[src/rtl/pqr_pkg.sv]
// Shared definitions for the product/quotient/remainder unit.
// Assumes the opcode layout: [7:4] operation, [3] operand form, [2:0] class.
package pqr_pkg;

    localparam int          OPC_W     = 8;
    localparam int          FORM_BIT  = 3;
    localparam logic [2:0]  CLASS_PQR = 3'b110;

    // Decoded operation controls.
    typedef struct packed {
        logic legal;    // opcode belongs to this unit
        logic is_div;   // divider path (else multiplier)
        logic is32;     // 32-bit operation, zero-extended result
        logic sgn;      // signed interpretation
        logic want_hi;  // upper product half
        logic want_rem; // remainder instead of quotient
    } pqr_dec_t;

    typedef enum logic [1:0] {
        ST_IDLE = 2'd0,
        ST_MUL  = 2'd1,
        ST_DIV  = 2'd2
    } pqr_state_e;

endpackage

[src/rtl/pqr_decode.sv]
// Opcode decoder: maps an 8-bit opcode to operation controls.
// Assumes nothing about the operand form bit, which the top handles.
module pqr_decode
    import pqr_pkg::*;
(
    input  logic [3:0] op_hi_i,
    input  logic [2:0] op_cls_i,
    output pqr_dec_t   dec_o
);

    // Table lookup on the operation nibble, gated by the class field.
    always_comb begin
        dec_o = '0;
        unique case (op_hi_i)
            4'h3: begin dec_o.legal = 1'b1; dec_o.want_hi = 1'b1; end
            4'h4: begin dec_o.legal = 1'b1; dec_o.is_div = 1'b1; dec_o.is32 = 1'b1; end
            4'h5: begin dec_o.legal = 1'b1; dec_o.is_div = 1'b1; end
            4'h6: begin dec_o.legal = 1'b1; dec_o.is_div = 1'b1; dec_o.is32 = 1'b1; dec_o.want_rem = 1'b1; end
            4'h7: begin dec_o.legal = 1'b1; dec_o.is_div = 1'b1; dec_o.want_rem = 1'b1; end
            4'h8: begin dec_o.legal = 1'b1; dec_o.is32 = 1'b1; end
            4'h9: begin dec_o.legal = 1'b1; end
            4'hB: begin dec_o.legal = 1'b1; dec_o.sgn = 1'b1; dec_o.want_hi = 1'b1; end
            4'hC: begin dec_o.legal = 1'b1; dec_o.is_div = 1'b1; dec_o.is32 = 1'b1; dec_o.sgn = 1'b1; end
            4'hD: begin dec_o.legal = 1'b1; dec_o.is_div = 1'b1; dec_o.sgn = 1'b1; end
            4'hE: begin dec_o.legal = 1'b1; dec_o.is_div = 1'b1; dec_o.is32 = 1'b1; dec_o.sgn = 1'b1; dec_o.want_rem = 1'b1; end
            4'hF: begin dec_o.legal = 1'b1; dec_o.is_div = 1'b1; dec_o.sgn = 1'b1; dec_o.want_rem = 1'b1; end
            default: dec_o = '0;
        endcase
        if (op_cls_i != CLASS_PQR) begin
            dec_o = '0;
        end
    end

endmodule

[src/rtl/pqr_mul.sv]
// Iterative unsigned shift-add multiplier, one multiplier bit per cycle.
// Assumes start_i is only pulsed while busy_o is low; takes W cycles.
module pqr_mul #(
    parameter int W = 64
) (
    input  logic           clk,
    input  logic           rst_n,
    input  logic           start_i,
    input  logic [W-1:0]   a_i,
    input  logic [W-1:0]   b_i,
    output logic           busy_o,
    output logic           done_o,
    output logic [2*W-1:0] prod_o
);

    localparam int CW = $clog2(W);

    logic [W-1:0]  mcand_q;
    logic [W-1:0]  hi_q;
    logic [W-1:0]  lo_q;
    logic [CW-1:0] cnt_q;
    logic [W:0]    sum;

    // Partial sum for the multiplier bit now at the bottom of lo_q.
    always_comb begin
        sum = {1'b0, hi_q} + (lo_q[0] ? {1'b0, mcand_q} : '0);
    end

    // Load, iterate and finish the shift-add sequence.
    always_ff @(posedge clk) begin
        if (!rst_n) begin
            mcand_q <= '0;
            hi_q    <= '0;
            lo_q    <= '0;
            cnt_q   <= '0;
            busy_o  <= 1'b0;
            done_o  <= 1'b0;
        end else begin
            done_o <= 1'b0;
            if (start_i) begin
                mcand_q <= a_i;
                hi_q    <= '0;
                lo_q    <= b_i;
                cnt_q   <= '0;
                busy_o  <= 1'b1;
            end else if (busy_o) begin
                hi_q  <= sum[W:1];
                lo_q  <= {sum[0], lo_q[W-1:1]};
                cnt_q <= cnt_q + 1'b1;
                if (cnt_q == CW'(W-1)) begin
                    busy_o <= 1'b0;
                    done_o <= 1'b1;
                end
            end
        end
    end

    assign prod_o = {hi_q, lo_q};

    AST_MUL_DONE_IDLE: assert property (@(posedge clk) disable iff (!rst_n)
        done_o |-> !busy_o);
    AST_MUL_START_BUSY: assert property (@(posedge clk) disable iff (!rst_n)
        start_i |=> busy_o);

endmodule

[src/rtl/pqr_div.sv]
// Restoring unsigned divider, one quotient bit per cycle.
// Assumes a non-zero divisor and start_i only while busy_o is low.
module pqr_div #(
    parameter int W = 64
) (
    input  logic         clk,
    input  logic         rst_n,
    input  logic         start_i,
    input  logic [W-1:0] num_i,
    input  logic [W-1:0] den_i,
    output logic         busy_o,
    output logic         done_o,
    output logic [W-1:0] quo_o,
    output logic [W-1:0] rem_o
);

    localparam int CW = $clog2(W);

    logic [W-1:0]  den_q;
    logic [W-1:0]  rem_q;
    logic [W-1:0]  quo_q;
    logic [CW-1:0] cnt_q;
    logic [W:0]    shifted;
    logic [W:0]    diff;
    logic          take;

    // Trial subtraction of the divisor from the shifted partial remainder.
    always_comb begin
        shifted = {rem_q, quo_q[W-1]};
        diff    = shifted - {1'b0, den_q};
        take    = !diff[W];
    end

    // Load, iterate and finish the restoring division.
    always_ff @(posedge clk) begin
        if (!rst_n) begin
            den_q  <= '0;
            rem_q  <= '0;
            quo_q  <= '0;
            cnt_q  <= '0;
            busy_o <= 1'b0;
            done_o <= 1'b0;
        end else begin
            done_o <= 1'b0;
            if (start_i) begin
                den_q  <= den_i;
                rem_q  <= '0;
                quo_q  <= num_i;
                cnt_q  <= '0;
                busy_o <= 1'b1;
            end else if (busy_o) begin
                rem_q <= take ? diff[W-1:0] : shifted[W-1:0];
                quo_q <= {quo_q[W-2:0], take};
                cnt_q <= cnt_q + 1'b1;
                if (cnt_q == CW'(W-1)) begin
                    busy_o <= 1'b0;
                    done_o <= 1'b1;
                end
            end
        end
    end

    assign quo_o = quo_q;
    assign rem_o = rem_q;

    AST_DIV_REM_BOUND: assert property (@(posedge clk) disable iff (!rst_n)
        (busy_o && den_q != '0) |-> (rem_q < den_q));
    AST_DIV_DONE_IDLE: assert property (@(posedge clk) disable iff (!rst_n)
        done_o |-> !busy_o);

endmodule

[src/rtl/pqr_unit.sv]
// Product/quotient/remainder execution unit with a start/busy/done handshake.
// Decodes the opcode, screens exceptions in the start cycle, runs the
// multiplier or divider on magnitudes and applies sign and width fixes.
// Assumes the issuer holds off start_i while busy_o is high (ignored if not).
module pqr_unit
    import pqr_pkg::*;
#(
    parameter int XLEN  = 64,
    parameter int IMM_W = 32
) (
    input  logic            clk,
    input  logic            rst_n,
    input  logic            start_i,
    input  logic [OPC_W-1:0] opcode_i,
    input  logic [XLEN-1:0] dst_i,
    input  logic [XLEN-1:0] src_i,
    input  logic [IMM_W-1:0] imm_i,
    output logic            busy_o,
    output logic            done_o,
    output logic [XLEN-1:0] result_o,
    output logic            div_zero_o,
    output logic            div_ovf_o,
    output logic            illegal_o
);

    localparam int HALF = XLEN / 2;
    localparam logic [XLEN-1:0] MIN_FULL = {1'b1, {(XLEN-1){1'b0}}};
    localparam logic [HALF-1:0] MIN_HALF = {1'b1, {(HALF-1){1'b0}}};

    pqr_dec_t        dec;
    pqr_dec_t        dec_q;
    pqr_state_e      state_q;
    logic [XLEN-1:0] opb;
    logic [XLEN-1:0] a_ext;
    logic [XLEN-1:0] b_ext;
    logic            sa;
    logic            sb;
    logic            sa_q;
    logic            sb_q;
    logic [XLEN-1:0] araw_q;
    logic [XLEN-1:0] braw_q;
    logic            zero_div;
    logic            ovf_div;
    logic            accept;
    logic            mul_start;
    logic            div_start;
    logic            mul_busy;
    logic            mul_done;
    logic            div_busy;
    logic            div_done;
    logic [2*XLEN-1:0] prod;
    logic [XLEN-1:0] quo;
    logic [XLEN-1:0] rem;
    logic [XLEN-1:0] mul_res;
    logic [XLEN-1:0] div_res;
    logic [XLEN-1:0] raw_res;
    logic [XLEN-1:0] final_res;

    pqr_decode u_dec (
        .op_hi_i  (opcode_i[7:4]),
        .op_cls_i (opcode_i[2:0]),
        .dec_o    (dec)
    );

    // Second operand: register, or immediate sign-extended to full width.
    always_comb begin
        opb = opcode_i[FORM_BIT] ? src_i
                                 : {{(XLEN-IMM_W){imm_i[IMM_W-1]}}, imm_i};
    end

    // Width/sign extension of both operands and exception screening.
    always_comb begin
        if (dec.is32) begin
            a_ext = dec.sgn ? {{HALF{dst_i[HALF-1]}}, dst_i[HALF-1:0]} : {{HALF{1'b0}}, dst_i[HALF-1:0]};
            b_ext = dec.sgn ? {{HALF{opb[HALF-1]}}, opb[HALF-1:0]}     : {{HALF{1'b0}}, opb[HALF-1:0]};
            ovf_div = dec.sgn && (dst_i[HALF-1:0] == MIN_HALF) && (&opb[HALF-1:0]);
        end else begin
            a_ext = dst_i;
            b_ext = opb;
            ovf_div = dec.sgn && (dst_i == MIN_FULL) && (&opb);
        end
        sa       = dec.sgn && a_ext[XLEN-1];
        sb       = dec.sgn && b_ext[XLEN-1];
        zero_div = (b_ext == '0);
        accept   = start_i && (state_q == ST_IDLE);
    end

    assign mul_start = accept && dec.legal && !dec.is_div;
    assign div_start = accept && dec.legal && dec.is_div && !zero_div && !ovf_div;

    pqr_mul #(.W(XLEN)) u_mul (
        .clk     (clk),
        .rst_n   (rst_n),
        .start_i (mul_start),
        .a_i     (a_ext),
        .b_i     (b_ext),
        .busy_o  (mul_busy),
        .done_o  (mul_done),
        .prod_o  (prod)
    );

    pqr_div #(.W(XLEN)) u_div (
        .clk     (clk),
        .rst_n   (rst_n),
        .start_i (div_start),
        .num_i   (sa ? (XLEN'(0) - a_ext) : a_ext),
        .den_i   (sb ? (XLEN'(0) - b_ext) : b_ext),
        .busy_o  (div_busy),
        .done_o  (div_done),
        .quo_o   (quo),
        .rem_o   (rem)
    );

    // Sign correction of engine outputs and 32-bit zero extension.
    always_comb begin
        if (dec_q.want_hi) begin
            mul_res = prod[2*XLEN-1:XLEN];
            if (dec_q.sgn) begin
                mul_res = mul_res - (araw_q[XLEN-1] ? braw_q : '0)
                                  - (braw_q[XLEN-1] ? araw_q : '0);
            end
        end else begin
            mul_res = prod[XLEN-1:0];
        end
        if (dec_q.want_rem) begin
            div_res = sa_q ? (XLEN'(0) - rem) : rem;
        end else begin
            div_res = (sa_q ^ sb_q) ? (XLEN'(0) - quo) : quo;
        end
        raw_res   = dec_q.is_div ? div_res : mul_res;
        final_res = dec_q.is32 ? {{HALF{1'b0}}, raw_res[HALF-1:0]} : raw_res;
    end

    // Sequencer: take a start, report early exceptions, collect engine results.
    always_ff @(posedge clk) begin
        if (!rst_n) begin
            state_q    <= ST_IDLE;
            dec_q      <= '0;
            sa_q       <= 1'b0;
            sb_q       <= 1'b0;
            araw_q     <= '0;
            braw_q     <= '0;
            done_o     <= 1'b0;
            result_o   <= '0;
            div_zero_o <= 1'b0;
            div_ovf_o  <= 1'b0;
            illegal_o  <= 1'b0;
        end else begin
            done_o     <= 1'b0;
            div_zero_o <= 1'b0;
            div_ovf_o  <= 1'b0;
            illegal_o  <= 1'b0;
            unique case (state_q)
                ST_IDLE: begin
                    if (accept) begin
                        dec_q  <= dec;
                        sa_q   <= sa;
                        sb_q   <= sb;
                        araw_q <= a_ext;
                        braw_q <= b_ext;
                        if (!dec.legal) begin
                            done_o    <= 1'b1;
                            illegal_o <= 1'b1;
                            result_o  <= '0;
                        end else if (dec.is_div && zero_div) begin
                            done_o     <= 1'b1;
                            div_zero_o <= 1'b1;
                            result_o   <= '0;
                        end else if (dec.is_div && ovf_div) begin
                            done_o    <= 1'b1;
                            div_ovf_o <= 1'b1;
                            result_o  <= '0;
                        end else begin
                            state_q <= dec.is_div ? ST_DIV : ST_MUL;
                        end
                    end
                end
                ST_MUL: begin
                    if (mul_done) begin
                        result_o <= final_res;
                        done_o   <= 1'b1;
                        state_q  <= ST_IDLE;
                    end
                end
                ST_DIV: begin
                    if (div_done) begin
                        result_o <= final_res;
                        done_o   <= 1'b1;
                        state_q  <= ST_IDLE;
                    end
                end
                default: state_q <= ST_IDLE;
            endcase
        end
    end

    assign busy_o = (state_q != ST_IDLE);

    AST_FLAG_WITH_DONE: assert property (@(posedge clk) disable iff (!rst_n)
        (div_zero_o || div_ovf_o || illegal_o) |-> done_o);
    AST_SINGLE_FLAG: assert property (@(posedge clk) disable iff (!rst_n)
        $countones({div_zero_o, div_ovf_o, illegal_o}) <= 1);
    AST_UPPER_ZERO: assert property (@(posedge clk) disable iff (!rst_n)
        (done_o && dec_q.is32 && !div_zero_o && !div_ovf_o && !illegal_o)
            |-> (result_o[XLEN-1:HALF] == '0));
    AST_RESULT_AFTER_BUSY: assert property (@(posedge clk) disable iff (!rst_n)
        (done_o && !div_zero_o && !div_ovf_o && !illegal_o) |-> $past(busy_o));
    AST_START_TO_BUSY: assert property (@(posedge clk) disable iff (!rst_n)
        (mul_start || div_start) |=> (busy_o && (mul_busy || div_busy)));

endmodule

[config.mk]
export PLATFORM = sky130hd
export DESIGN_NAME = pqr_unit
export DESIGN_NICKNAME = d
export VERILOG_FILES = /design/src/rtl/pqr_pkg.sv /design/src/rtl/pqr_decode.sv /design/src/rtl/pqr_mul.sv /design/src/rtl/pqr_div.sv /design/src/rtl/pqr_unit.sv
export SDC_FILE = /design/constraint.sdc
export NUM_CORES = 2
export LEC_CHECK = 0
export BUFFER_PORTS_ARGS = -buffer_cell sky130_fd_sc_hd__buf_4
export CORE_MARGIN = 3
export CORE_UTILIZATION = 53
export DETAILED_ROUTE_END_ITERATION = 7
export PLACE_DENSITY_LB_ADDON = 0.2
export SKIP_CTS_REPAIR_TIMING = 1
export SLEW_MARGIN = 20
export SYNTH_ARGS = -nofsm -noshare
export SYNTH_HDL_FRONTEND = slang
export SYNTH_SLANG_ARGS = --single-unit
export TNS_END_PERCENT = 10
[constraint.sdc]
create_clock -name clk -period 11 [get_ports clk]
set_input_delay 3.3 -clock clk [delete_from_list [all_inputs] [get_ports clk]]
set_output_delay 3.3 -clock clk [all_outputs]
set_load 0.05 [all_outputs]
Word-level counts from Yosys, hierarchy flattened

Index checks and enable logic that the tools add are counted.

Bits of input ports: 171
Logic and storage cells: 174
Flip-flop bits (word level): 605
Output and inout port bits: 69

Bitwise operators: 7
Reduce and logical (&&, ||, !) cells: 42
Multiplexer cells: 62
Eq/ne operators: 26
Add/sub/neg operators: 10

Operators by type and width:

| kind                                               | count |
|---|---|
| two-way mux 64 bit                                 | 28 |
| subtractor 1 x 64 -> 64 bit (first input constant) | 4 |
| one-hot mux 64 bit (3 select lines)                | 1 |
| subtractor 64 bit                                  | 2 |
| adder 64 x 65 -> 65 bit                            | 1 |
| subtractor 65 x 64 -> 65 bit                       | 1 |
| == test 64 bit (second input constant)             | 1 |
| zero test 64 bit                                   | 1 |
| AND reduction 64 bit                               | 1 |
| == test 32 bit (second input constant)             | 1 |
| AND reduction 32 bit                               | 1 |
| == test 4 bit (second input constant)              | 7 |
| two-way mux 1 bit                                  | 23 |
| == test 4 x 3 -> 1 bit (second input constant)     | 4 |
| OR reduction 5 bit                                 | 3 |
| logical AND 1 bit                                  | 14 |
| two-way mux 2 bit                                  | 7 |
| adder 6 x 1 -> 6 bit (second input constant)       | 2 |
| == test 6 bit (second input constant)              | 2 |
| OR reduction 12 bit                                | 1 |
| inequality test 2 bit (second input constant)      | 4 |
| OR reduction 8 bit                                 | 1 |
| two-way mux 6 bit                                  | 1 |
| inverter 1 bit                                     | 6 |
| 21 further kinds                                   | 30 |

Logic depth before layout (Yosys ltp)

Depth after elaboration: 13
Depth in mapped cells: 23
Mapped depth without buffers: 17

Hierarchy

From an unflattened synthesis, not the netlist that was laid out.

Cell total of the unflattened synthesis: 6514
Area, all modules: 48690.4 um2

Modules (own cells, without submodules):

| module     | seq. area each (um2) | area each (um2) | cells each | instances |
|---|---|---|---|---|
| pqr_unit   | 4103.9               | 23812.8         | 3495       | 1 |
| pqr_div    | 4003.8               | 12710.9         | 1560       | 1 |
| pqr_mul    | 4003.8               | 12072.8         | 1447       | 1 |
| pqr_decode | 0.0                  | 93.8            | 12         | 1 |

Least setup slack after synthesis

Ideal clock, no wire load.

Path kind: input to register
From: input opcode_i[3]
To: register u_div.den_q[53]
Stages: 21
Buffers on the path: 11
Required time: 10867 ps
Library setup time: 133 ps
Data arrival time: 8467 ps
Path slack: 2400 ps
Cells stage by stage: buf_6 -> buf_6 -> buf_2 -> buf_2 -> clkbuf_1 -> clkbuf_1 -> clkbuf_1 -> buf_1 -> buf_2 -> mux2i_1 -> ha_1 -> o221ai_2 -> or4_4 -> or4_4 -> nor4_4 -> and4_1 -> nor4_1 -> buf_2 -> clkbuf_1 -> o21ai_0 -> a21oi_1

Longest elaborated chain between the ends: 7
Elaborated cells between the ends (all ways): 16
Those cells by class: add/sub: 1; mux: 5; reduce/logical: 10

Ends and longest elaborated chain:

| what                                                                                | line           | RTL |
|---|---|---|
| start: declaration                                                                  | pqr_unit.sv:14 | `input logic [OPC_W-1:0] opcode_i,` |
| two-way mux 64 bit *                                                                | pqr_unit.sv:67 | `opb = opcode_i[FORM_BIT] ? src_i` |
| parallel branches: the longest is 6 deep, another holds subtractor 1 x 64 -> 64 bit | --             |  |
| end signal: assignment                                                              | pqr_div.sv:46  | `den_q <= den_i;` |
| end: declaration                                                                    | pqr_div.sv:19  | `logic [W-1:0] den_q;` |

Mark *: on every way between the ends.
A chain may end at the register's enable or synchronous reset.

Final worst setup path

From: input opcode_i[3]
To: register u_div.done_o

Longest elaborated chain between the ends: 8
Elaborated cells between the ends (all ways): 14
Those cells by class: mux: 4; reduce/logical: 10

Ends and longest elaborated chain:

| what                           | line           | RTL |
|---|---|---|
| two-way mux 64 bit *           | pqr_unit.sv:67 |  |
| two-way mux 64 bit             | pqr_unit.sv:75 | `b_ext = dec.sgn ? {{HALF{opb[HALF-1]}}, opb[HALF-1:0]} : {{HALF{1'b0}}, opb[HALF-1:0]};` |
| two-way mux 64 bit             | pqr_unit.sv:73 | `if (dec.is32) begin` |
| zero test 64 bit               | pqr_unit.sv:84 | `zero_div = (b_ext == '0);` |
| zero test 1 bit                | pqr_unit.sv:89 | `assign div_start = accept && dec.legal && dec.is_div && !zero_div && !ovf_div;` |
| logical AND 1 bit              | pqr_unit.sv:89 |  |
| logical AND 1 bit *            | pqr_unit.sv:89 |  |
| OR reduction 3 bit (no line) * | --             |  |
| end signal: assignment         | pqr_div.sv:42  | `done_o <= 1'b0;` |
| end signal: assignment         | pqr_div.sv:44  | `done_o <= 1'b0;` |
| end signal: assignment         | pqr_div.sv:57  | `done_o <= 1'b1;` |
| end: declaration               | pqr_div.sv:12  | `output logic done_o,` |

Mark *: on every way between the ends. The rest lies on a longest branch, timed or not.

==> impl_results.md <==
- Routed Wire Length: 179000 um
- Kind of end point of the critical path: flop
- Mapped cell area: 46200 um2
- Clk_skew: around 0.038 ns
- IO Pins: 240
- Finished Core Util: between 50% and 60%
- Setup TNS: 0 ns
- Synth Area in Adders: under 10%
- CP Max Fanout: 85
- Total CTS buffers: 73
- Worst Setup Path Type: in2reg
- CP top delay family: simple AND/OR/NAND/NOR gates
- Async S/R FF share, synth: 0%
- Post-synthesis instance total: 6114
- Syn avg cell area: 7.55 um2
- DIE AREA: 90700 um2
- Seq/Total Area, Yosys: 26.2%
- Setup violators final: 0
- Clock transition at path regs: 0.06 ns
- Synth-to-Final Area Change: 10.2%
- CP Cell Sequence: buf_4 -> buf_4 -> mux2i_1 -> or4_1 -> o21ai_0 -> or4_4 -> nor4_4 -> and4_1 -> nor2_1 -> nand2_8 -> nand2_2 -> nor4_1
- Top-area cell type share of the netlist area: a little over a quarter
- Multiplexer share of the synthesized area: just under 5%
- Startpoint Class: primary input
- Fin area: about 50000 um2
- Die H: 301 um
- Final Power: 6.82 mW
- Post-synthesis xor/xnor area fraction: 7.77%
- Tcrit/Tclk final: between 70% and 80%
- Netlist cell types: 100
- CP required: 11.51 ns
- Synth Area in Simple Gates: 20.9%
- Fin nets: 6516
- Area of the multi-input gates: 31300 um2
- Final Hold Viols: 0
- Synth area leader: dfxtp_1
- R2R setup slack: 4.29 ns
- CP max stage cell: nand2_2
- Clock Latency Late Sink: 0.65 ns
- Hold crit path type: reg2reg
- Pre-antenna DRT Iters: 6
- Clock Path Buffers: 3
- GPL Wtd Cong: 1.03
- DR vias: 46300
- First-pass GRT wire length: 266000 um
- Critical Path Max Stage Delay: 0.75 ns
- Synth Flop Type: dfxtp_1
- Avg Vias per Cell: 6.35
- CP dominant cell by count: buf_4
- Row cnt: ~110
- Power per cell area: 134 nW/um2
- Synth top area cells: dfxtp_1, a21oi_1, ha_1
- Core Region: 85800 um2
- Largest family of logic cells by synthesized area: compound AO/OA/AOI/OAI gates
- H-tree levels: 3
- Syn_nets: around 6600
- Placed wire-length estimate: 137000 um
- Initial detailed-routing violation count: 4972
- Buffer and inverter count on the worst path: 2
- Fin crit period: 8.34 ns
- Peak Freq: 120 MHz
- Worst path arrival time: 8.84 ns
- Headroom to the max-slew limit: 15.3%
- Post-route ant nets: 0
- Max-slew violation count: 0
- Clock sinks: 605
- Fillers: around 8000
- Actual slew at the worst max-slew pin: 1.24 ns
- Pleak: 20.7 nW
- Vias in the first global route: around 43000
- Yosys warns: 0
- Dpl cell area: 48400 um2
- GRT Overall Usage: 38.2%
- Largest net degree at the start of global routing: ~200
- Root Buffer: clkbuf_16
- TritonCTS clock tree: built
- Post-synthesis compound-gate area fraction: 25.7%
- Initial core utilization: 53.8%
- Max Cap Viol: 0
- Die W: around 300 um
- DRC: 0
- Total congestion overflow: 0
- Port Buffers: ~240
- Max VDD drop: 0.237 mV
- Share of cells above drive strength 1: 8.34%
- Initial antenna violation count: 5
- Status: finished, final reports clean
- Unrepaired setup endpoints after global routing: no
- WL/cell: 24.6 um
- Sequential cell area: 12100 um2
- EDFF count, synth: 0
- Yosys reg bits: 605
state kept, by name (all words and copies together), names as in the netlist, 5 cells and up:
name           flops
u_div.rem_o       64
u_mul.hi_q        64
u_div.den_q       64
u_mul.cnt_q        6
dec_q              5
araw_q            64
result_o          64
u_div.cnt_q        6
u_mul.mcand_q     64
braw_q            64
u_div.quo_o       64
u_mul.lo_q        64
path summary, 6_finish.rpt:
path	cells past startpoint	start	endpoint
worst max-delay path	12	opcode_i[3]	u_div.done_o$_SDFF_PP0_
worst min-delay path	2	u_mul.mcand_q[57]$_SDFFE_PN0P_	u_mul.mcand_q[57]$_SDFFE_PN0P_
worst max register to register	17	braw_q[63]$_SDFFE_PN0P_	result_o[58]$_SDFFE_PN0P_
worst min register to register	2	u_mul.mcand_q[57]$_SDFFE_PN0P_	u_mul.mcand_q[57]$_SDFFE_PN0P_
cell usage in the layout (no fill, tap or decap), drive strengths merged, types with 104 or more instances in the layout:
master    n
a211oi  292
a21o    136
a21oi   571
and2    215
buf     295
dfxtp   605
ha      204
inv     330
mux2i   215
nand2   616
nand3   104
nor2    601
o21ai   335
xnor2   224
xor2    186
synthesized netlist by cell type, types with 17 or more instances:
| cell | count |
|---|---|
| o31ai_1 | 69 |
| a31oi_1 | 58 |
| o211ai_1 | 46 |
| dfxtp_1 | 605 |
| xor2_1 | 186 |
| o21bai_1 | 40 |
| nand2b_1 | 31 |
| nand4_1 | 75 |
| inv_1 | 322 |
| nor4_1 | 44 |
| o21ai_0 | 330 |
| xnor2_1 | 224 |
| nor3_1 | 73 |
| or4_1 | 32 |
| clkbuf_1 | 353 |
| and3_1 | 44 |
| buf_2 | 26 |
| a22o_1 | 36 |
| nand2_1 | 613 |
| mux2i_1 | 214 |
| o22ai_1 | 50 |
| o21a_1 | 33 |
| a21oi_1 | 569 |
| buf_1 | 17 |
| ha_1 | 204 |
| or2_2 | 18 |
| and2_1 | 215 |
| nor2b_1 | 61 |
| fa_1 | 65 |
| nor3b_1 | 19 |
| nand3_1 | 103 |
| a211oi_1 | 291 |
| or3_1 | 36 |
| o41ai_1 | 28 |
| a21o_1 | 135 |
| nor2_1 | 599 |
worst register-to-register path, delay by kind of cell (launching register included):
kind | cells | cell delay [ns]
and+or+nand+nor | 3 | 1.26
buffers and inverters | 1 | 0.54
DFF | 1 | 0.31
AOI/OAI and AO/OA | 9 | 3.24
adders and majority gates | 3 | 1.06
muxes | 1 | 0.23
routing by layer:
layer | share of wire, % | global-route usage, % | vias to the layer above
met1 | 40 | 48.0 | 22000
met3 | 7.8 | 5.64 | 458
met4 | 7.9 | 25.8 | 2
met2 | 45 | 60.6 | 2129
li1 | - | - | 21700
met5 | 0.0073 | 0 | -
area by class of cell:
cell class,instances,area share (%)
timing repair buffer,295,4.40
multi-input combinational,4776,61.6
clock buffer,100,4.09
clock inverter,36,0.853
inverter,325,2.41
sequential,605,23.8
antenna,3,0.0148
tap,1144,2.81
where the power goes:
group          switching [mW]  internal, mW  leakage, nW  total (mW)
clock                    1.08          1.51         1.22        2.58
sequential             0.0700          2.25         4.92        2.32
combinational            1.23         0.679         14.5        1.91
total                    2.38          4.44         20.7        6.82
cell families after synthesis:
| group | count (synthesis) |
|---|---|
| adder cells (fa/ha/maj) | 269 |
| AND/OR/NAND/NOR | 2020 |
| flip-flops | 605 |
| multiplexers | 225 |
| AO/OA/AOI/OAI | 1852 |
| buffers and inverters | 733 |
| XOR/XNOR | 410 |
stage by stage:
step	setup slack (ns)	std cells	hold slack (ns)
floorplan	2.40	6114	0.417
global placement	2.38	7145	0.427
detailed placement	2.14	7145	0.434
CTS	2.76	7281	0.448
global route	2.30	7283	0.468
finish	2.66	7284	0.443
Power figures use the tool's default switching activity.
